--- src/rtl/prog_pkg.sv ---
package prog_pkg;

  typedef enum logic [2:0] {
    OP_NONE      = 3'd0,
    OP_ENABLE    = 3'd1,
    OP_DISABLE   = 3'd2,
    OP_ERASE     = 3'd3,
    OP_WRITE     = 3'd4,
    OP_ERASE_ALL = 3'd5,
    OP_WRITE_ALL = 3'd6
  } op_e;

  typedef enum logic [1:0] {
    PH_IDLE  = 2'd0,
    PH_CLEAR = 2'd1,
    PH_STORE = 2'd2,
    PH_WAIT  = 2'd3
  } phase_e;

  function automatic logic is_program(op_e op);
    return (op == OP_ERASE) || (op == OP_WRITE) ||
           (op == OP_ERASE_ALL) || (op == OP_WRITE_ALL);
  endfunction

endpackage

--- src/rtl/prog_wel.sv ---
module prog_wel
  import prog_pkg::*;
(
  input  logic       clk,
  input  logic       rst,
  input  logic       cmd_valid,
  input  logic [2:0] cmd_op,
  input  logic       busy,
  output logic       wel
);
  op_e op;
  assign op = op_e'(cmd_op);

  always_ff @(posedge clk) begin
    if (rst) begin
      wel <= 1'b0;
    end else if (cmd_valid && !busy) begin
      if (op == OP_ENABLE)       wel <= 1'b1;
      else if (op == OP_DISABLE) wel <= 1'b0;
    end
  end
endmodule

--- src/rtl/prog_decode.sv ---
module prog_decode
  import prog_pkg::*;
#(
  parameter int WORD_AW = 8,
  parameter int BW      = 8,
  parameter int NLANE   = 2
) (
  input  logic [2:0]                        cmd_op,
  input  logic [WORD_AW+$clog2(NLANE)-1:0]  cmd_addr,
  input  logic [BW*NLANE-1:0]               cmd_data,
  input  logic                              org_wide,
  output logic                              is_prog,
  output logic                              is_all,
  output logic                              has_store,
  output logic [WORD_AW-1:0]                word,
  output logic [NLANE-1:0]                  be,
  output logic [BW*NLANE-1:0]               data
);
  localparam int LANE_W = $clog2(NLANE);
  localparam int DW     = BW * NLANE;

  op_e op;
  assign op        = op_e'(cmd_op);
  assign is_prog   = is_program(op);
  assign is_all    = (op == OP_ERASE_ALL) || (op == OP_WRITE_ALL);
  assign has_store = (op == OP_WRITE) || (op == OP_WRITE_ALL);

  logic [LANE_W-1:0] lane;
  assign lane = cmd_addr[LANE_W-1:0];

  logic [DW-1:0] byte_rep;
  for (genvar k = 0; k < NLANE; k++) begin : g_rep
    assign byte_rep[k*BW +: BW] = cmd_data[BW-1:0];
  end

  always_comb begin
    if (org_wide) begin
      word = cmd_addr[WORD_AW-1:0];
      be   = '1;
      data = cmd_data;
    end else begin
      word = cmd_addr[WORD_AW+LANE_W-1:LANE_W];
      be   = '0;
      be[lane] = 1'b1;
      data = byte_rep;
    end
    if (is_all) be = '1;
  end
endmodule

--- src/rtl/prog_seq.sv ---
module prog_seq
  import prog_pkg::*;
#(
  parameter int WORD_AW     = 8,
  parameter int BW          = 8,
  parameter int NLANE       = 2,
  parameter int CYCLE_TICKS = 5000
) (
  input  logic                  clk,
  input  logic                  rst,
  input  logic                  tick,
  input  logic                  cmd_valid,
  input  logic                  wel,
  input  logic                  d_prog,
  input  logic                  d_all,
  input  logic                  d_store,
  input  logic [WORD_AW-1:0]    d_word,
  input  logic [NLANE-1:0]      d_be,
  input  logic [BW*NLANE-1:0]   d_data,
  input  logic                  cs_fall,
  output logic                  busy,
  output logic                  start,
  output logic                  mem_we,
  output logic [WORD_AW-1:0]    mem_addr,
  output logic [NLANE-1:0]      mem_be,
  output logic [BW*NLANE-1:0]   mem_wdata
);
  localparam int DW    = BW * NLANE;
  localparam int DEPTH = 1 << WORD_AW;
  localparam int TCW   = $clog2(CYCLE_TICKS + 1);
  localparam logic [WORD_AW-1:0] LAST_W = WORD_AW'(DEPTH - 1);
  localparam logic [TCW-1:0]     TLIM   = TCW'(CYCLE_TICKS);

  phase_e               st;
  logic                 pend_v, pend_all, pend_store;
  logic [WORD_AW-1:0]   pend_word, widx;
  logic [NLANE-1:0]     pend_be;
  logic [DW-1:0]        pend_data;
  logic [TCW-1:0]       tcnt;
  logic                 last;

  assign busy  = (st != PH_IDLE);
  assign start = cs_fall && pend_v && !busy;
  assign last  = pend_all ? (widx == LAST_W) : 1'b1;

  always_ff @(posedge clk) begin
    if (rst) begin
      st         <= PH_IDLE;
      pend_v     <= 1'b0;
      pend_all   <= 1'b0;
      pend_store <= 1'b0;
      pend_word  <= '0;
      pend_be    <= '0;
      pend_data  <= '0;
      widx       <= '0;
      tcnt       <= '0;
      mem_we     <= 1'b0;
      mem_addr   <= '0;
      mem_be     <= '0;
      mem_wdata  <= '0;
    end else begin
      mem_we <= 1'b0;
      if (busy && tick && (tcnt != TLIM)) tcnt <= tcnt + 1'b1;
      unique case (st)
        PH_IDLE: begin
          if (start) begin
            st     <= PH_CLEAR;
            pend_v <= 1'b0;
            widx   <= '0;
            tcnt   <= '0;
          end else if (cmd_valid) begin
            pend_v     <= d_prog && wel;
            pend_all   <= d_all;
            pend_store <= d_store;
            pend_word  <= d_word;
            pend_be    <= d_be;
            pend_data  <= d_data;
          end
        end
        PH_CLEAR, PH_STORE: begin
          mem_we    <= 1'b1;
          mem_addr  <= pend_all ? widx : pend_word;
          mem_be    <= pend_be;
          mem_wdata <= (st == PH_CLEAR) ? {DW{1'b1}} : pend_data;
          if (last) begin
            widx <= '0;
            st   <= (st == PH_CLEAR && pend_store) ? PH_STORE : PH_WAIT;
          end else begin
            widx <= widx + 1'b1;
          end
        end
        PH_WAIT: begin
          if (tcnt == TLIM) st <= PH_IDLE;
        end
        default: st <= PH_IDLE;
      endcase
    end
  end
endmodule

--- src/rtl/prog_status.sv ---
module prog_status (
  input  logic clk,
  input  logic rst,
  input  logic start,
  input  logic cmd_valid,
  input  logic busy,
  input  logic cs_high,
  input  logic sk_rise,
  input  logic di,
  output logic status_oe,
  output logic status_val
);
  logic shown, dismiss;
  assign dismiss = cs_high && sk_rise && di;

  always_ff @(posedge clk) begin
    if (rst) begin
      shown      <= 1'b0;
      status_oe  <= 1'b0;
      status_val <= 1'b1;
    end else begin
      if (start)                     shown <= 1'b1;
      else if (dismiss || (cmd_valid && !busy)) shown <= 1'b0;
      status_oe  <= cs_high && shown && !dismiss;
      status_val <= !busy;
    end
  end
endmodule

--- src/rtl/prog_engine.sv ---
module prog_engine
  import prog_pkg::*;
#(
  parameter int WORD_AW     = 8,
  parameter int BW          = 8,
  parameter int NLANE       = 2,
  parameter int CYCLE_TICKS = 5000
) (
  input  logic                             clk,
  input  logic                             rst,
  input  logic                             tick,
  input  logic                             cmd_valid,
  input  logic [2:0]                       cmd_op,
  input  logic [WORD_AW+$clog2(NLANE)-1:0] cmd_addr,
  input  logic [BW*NLANE-1:0]              cmd_data,
  input  logic                             org_wide,
  input  logic                             cs_fall,
  input  logic                             cs_high,
  input  logic                             sk_rise,
  input  logic                             di,
  output logic                             mem_we,
  output logic [WORD_AW-1:0]               mem_addr,
  output logic [NLANE-1:0]                 mem_be,
  output logic [BW*NLANE-1:0]              mem_wdata,
  output logic                             busy,
  output logic                             status_oe,
  output logic                             status_val
);
  logic                 wel, start;
  logic                 d_prog, d_all, d_store;
  logic [WORD_AW-1:0]   d_word;
  logic [NLANE-1:0]     d_be;
  logic [BW*NLANE-1:0]  d_data;

  prog_wel wel_i (
    .clk(clk), .rst(rst), .cmd_valid(cmd_valid), .cmd_op(cmd_op),
    .busy(busy), .wel(wel)
  );

  prog_decode #(.WORD_AW(WORD_AW), .BW(BW), .NLANE(NLANE)) dec_i (
    .cmd_op(cmd_op), .cmd_addr(cmd_addr), .cmd_data(cmd_data),
    .org_wide(org_wide), .is_prog(d_prog), .is_all(d_all),
    .has_store(d_store), .word(d_word), .be(d_be), .data(d_data)
  );

  prog_seq #(.WORD_AW(WORD_AW), .BW(BW), .NLANE(NLANE),
             .CYCLE_TICKS(CYCLE_TICKS)) seq_i (
    .clk(clk), .rst(rst), .tick(tick), .cmd_valid(cmd_valid), .wel(wel),
    .d_prog(d_prog), .d_all(d_all), .d_store(d_store), .d_word(d_word),
    .d_be(d_be), .d_data(d_data), .cs_fall(cs_fall), .busy(busy),
    .start(start), .mem_we(mem_we), .mem_addr(mem_addr),
    .mem_be(mem_be), .mem_wdata(mem_wdata)
  );

  prog_status stat_i (
    .clk(clk), .rst(rst), .start(start), .cmd_valid(cmd_valid),
    .busy(busy), .cs_high(cs_high), .sk_rise(sk_rise), .di(di),
    .status_oe(status_oe), .status_val(status_val)
  );
endmodule

--- config.mk ---
export PLATFORM = sky130hd
export DESIGN_NAME = prog_engine
export DESIGN_NICKNAME = d
export VERILOG_FILES = /design/src/rtl/prog_pkg.sv /design/src/rtl/prog_wel.sv /design/src/rtl/prog_decode.sv /design/src/rtl/prog_seq.sv /design/src/rtl/prog_status.sv /design/src/rtl/prog_engine.sv
export SDC_FILE = /design/constraint.sdc
export NUM_CORES = 1
export LEC_CHECK = 0
export ABC_AREA = 1
export CORE_MARGIN = 4
export CORE_UTILIZATION = 52
export CTS_CLUSTER_DIAMETER = 100
export DETAILED_ROUTE_END_ITERATION = 10
export PLACE_DENSITY = 0.87
export SYNTH_ARGS = -nofsm -noshare
export SYNTH_HDL_FRONTEND = slang
export SYNTH_SLANG_ARGS = --single-unit
export TNS_END_PERCENT = 100
--- constraint.sdc ---
create_clock -name clk -period 1.9 [get_ports clk]
set_input_delay 0.38 -clock clk [delete_from_list [all_inputs] [get_ports clk]]
set_output_delay 0.38 -clock clk [all_outputs]
set_load 0.01 [all_outputs]
==> results by group <==
Run status
  – Status: finished, final reports clean

Routing
  – Routed WL: 8.96 mm
  – Post-route ant nets: 0
  – Vias per cell: 5.30
  – DR pass1 iterations: 4
  – Starting DRT DRC Count: 166
  – Vias: 3385
  – Routed length per instance: 14.0 um
  – Residual DRC: 0

Die
  – DIE HEIGHT: 91.5 um
  – Core area: 6790 um2
  – FP Rows: 30
  – Initial Utilization: 53.4%
  – Die footprint: 8380 um2
  – IO Count: 67
  – Die X-Extent: 91.5 um

Worst setup path
  – Setup crit start kind: flip-flop
  – Critical path endpoint category: output pin
  – Setup Crit Path Kind: reg -> out
  – Critical-path maximum fanout: 5
  – Critical Path RT: 1.52 ns
  – Worst EP arrival: 1.39 ns

Logic synthesis
  – Synth top cells by count: dfxtp_1 (83), nand2_1 (69), o21ai_0 (56)
  – FF+latch count, synth: 83
  – Avg Cell Area, Syn: 7.72 um2
  – Count leader, synth: dfxtp_1
  – Async SR Flop Fraction: 0%
  – Mapped Cells: 470
  – Mapped cell area: 3630 um2
  – Largest cells by area after synthesis: dfxtp_1 (46%), o21ai_0 (7.7%), a21oi_1 (7.5%), nand2_1 (7.1%), inv_1 (4.9%)
  – Synth Flop Type: dfxtp_1
  – Yosys cell types: 30
  – Number of synthesized flops with an enable pin: 0
  – Synth area leader: dfxtp_1
  – Share of the synthesized area in the top cell type: 45.8%
  – Synth Warn #: 0
  – Synth Net Count: 513
  – Register area share after synthesis: 45.8%

CTS
  – Clock buffer depth: 2
  – H-tree Lvls: 3
  – Clock-pin slew on the worst setup and hold paths: 0.09 ns
  – Clock root cell: clkbuf_8
  – Clk_lat worst skew: 0.35 ns
  – Cts hold-fix bufs: 0
  – Total CTS buffers: 9
  – Post-CTS setup repair buffer count: 0
  – Post_cts resized: 2
  – CTS sink cnt: 83
  – CTS tree: done

Timing
  – Period minus WS final: 1.77 ns
  – Worst Clk Skew: 0.0104 ns
  – Endpoints failing setup: 0
  – Slew @ Worst Pin: 0.389 ns
  – Final Cycle Share: 93.3%
  – Setup TNS Final: 0 ns
  – Final Hold Fails: 0
  – Max Fclk: 564 MHz
  – Unrepaired setup endpoints after global routing: false
  – Rel. slew slack: 74.1%
  – Hold_ws: 0.468 ns
  – Slew Viols, Final: 0

Final layout
  – Layout cells sized above 1: 9.58%
  – NumNets Final: 581
  – Post-route core utilization: 68.5%
  – Area grow syn2layout: 28.4%
  – Diode count: 0

Global route
  – Initial antenna violation count: 0
  – Vias in the first global route: 3328
  – Overall routing resource usage: 21.8%
  – First-pass GRT wire length: 15.0 mm
  – Overflow after GRT: 0
  – Largest net degree at the start of global routing: 45

Worst hold path
  – Type of the worst min-delay path: reg -> reg

Run
  – Max Cap Viol: 0

Power
  – Lkg Pwr: 1.82 nW
  – Worst VDD drop: 0.828 mV
  – Pwr dens: 1260 nW/um2

Placement
  – Gpl congestion: 0.913
  – Post-DP HPWL: 6.49 mm
  – Count of input and output buffers: 66
[final timing paths]
path | from | endpoint | slack [ns] | cells after the start
setup / recovery | seq_i.st[0] | busy | 0.13 | 4
hold reg to reg | seq_i.pend_data[6] | seq_i.mem_wdata[6] | 0.47 | 2
setup reg to reg | seq_i.st[0] | seq_i.widx[4] | 0.13 | 10
hold / removal | seq_i.pend_data[6] | seq_i.mem_wdata[6] | 0.47 | 2
[power by group]
group	total (mW)	internal (mW)	switching, mW
Sequential	2.39	2.16	0.225
Clock	1.30	0.630	0.672
Combinational	2.20	0.941	1.26
[routing by layer]
metal / track usage (%) / wire [um] / up-vias / share of wire (%)
met4: 8.42 / 141 / 0 / 1.6
li1: - / - / 1687 / -
met2: 37.2 / 4520 / 109 / 50
met3: 4.81 / 504 / 13 / 5.6
met5: 0 / 0 / - / 0
met1: 26.7 / 3800 / 1576 / 42
[kinds of logic after synthesis]
kind of cell               count (synthesis)  synth area share [%]
xor gates and xnor gates                   6                  1.45
buffers and inverters                     72                  8.04
and+or+nand+nor                          163                  20.2
muxes                                     16                  4.42
DFF                                       83                  45.8
adders and majority gates                  6                  2.07
AOI/OAI and AO/OA                        124                  18.0
[layout by cell type, fill, tap and decap left out, types with 2 or more instances in the layout]
cell type        count
clkdlybuf4s50_1     65
a221oi_1             6
nand3_1             17
nand4_1              3
clkbuf_8             9
nand2_2              6
o21ai_1              4
inv_2                5
nor2_4               4
or2_2                3
xor2_1               5
nor2_2               3
inv_1               47
buf_4                7
a31oi_1              2
a21oi_1             54
buf_12               4
o21ai_0             56
mux2i_1             16
dfxtp_1             83
inv_6                3
ha_1                 5
nor3_1              14
nor2_1              40
nand2_1             69
[area by class of cell]
cell class                 instances  area, um2
sequential                        83       1660
clock buffer                       9        124
multi-input combinational        315       1680
tap                               96        120
clock inverter                     7       81.3
inverter                          52        195
timing repair buffer              77        792
fill                             535       2140
[sequential cells by signal, indices dropped and copies added, names as in the netlist, 2 cells and up]
signal           count
seq_i.mem_addr       8
seq_i.mem_be         2
seq_i.mem_wdata     16
seq_i.widx           8
seq_i.tcnt          13
seq_i.pend_word      8
seq_i.pend_be        2
seq_i.pend_data     16
seq_i.st             2
[through the flow]
step / power (mW) / std cells / cell area, um2 / worst slack [ns]
3_3_place_gp: 4.49 / 623 / 4440 / 0.168
4_1_cts: 5.89 / 639 / 4650 / 0.0709
5_1_grt: 6.26 / 639 / 4660 / 0.0223
3_5_place_dp: 4.57 / 623 / 4440 / 0.0848
6_report: 5.89 / 639 / 4660 / 0.127
2_1_floorplan: 3.64 / 470 / 3630 / 0.338
[worst max-delay path: stages (launching register included)]
cell and delay (ns):
dfxtp_1 0.38, inv_1 0.07, ha_2 0.23, inv_2 0.09, dlygate4sd2_1 0.27
Note: power is estimated with default switching activity, not from simulation.
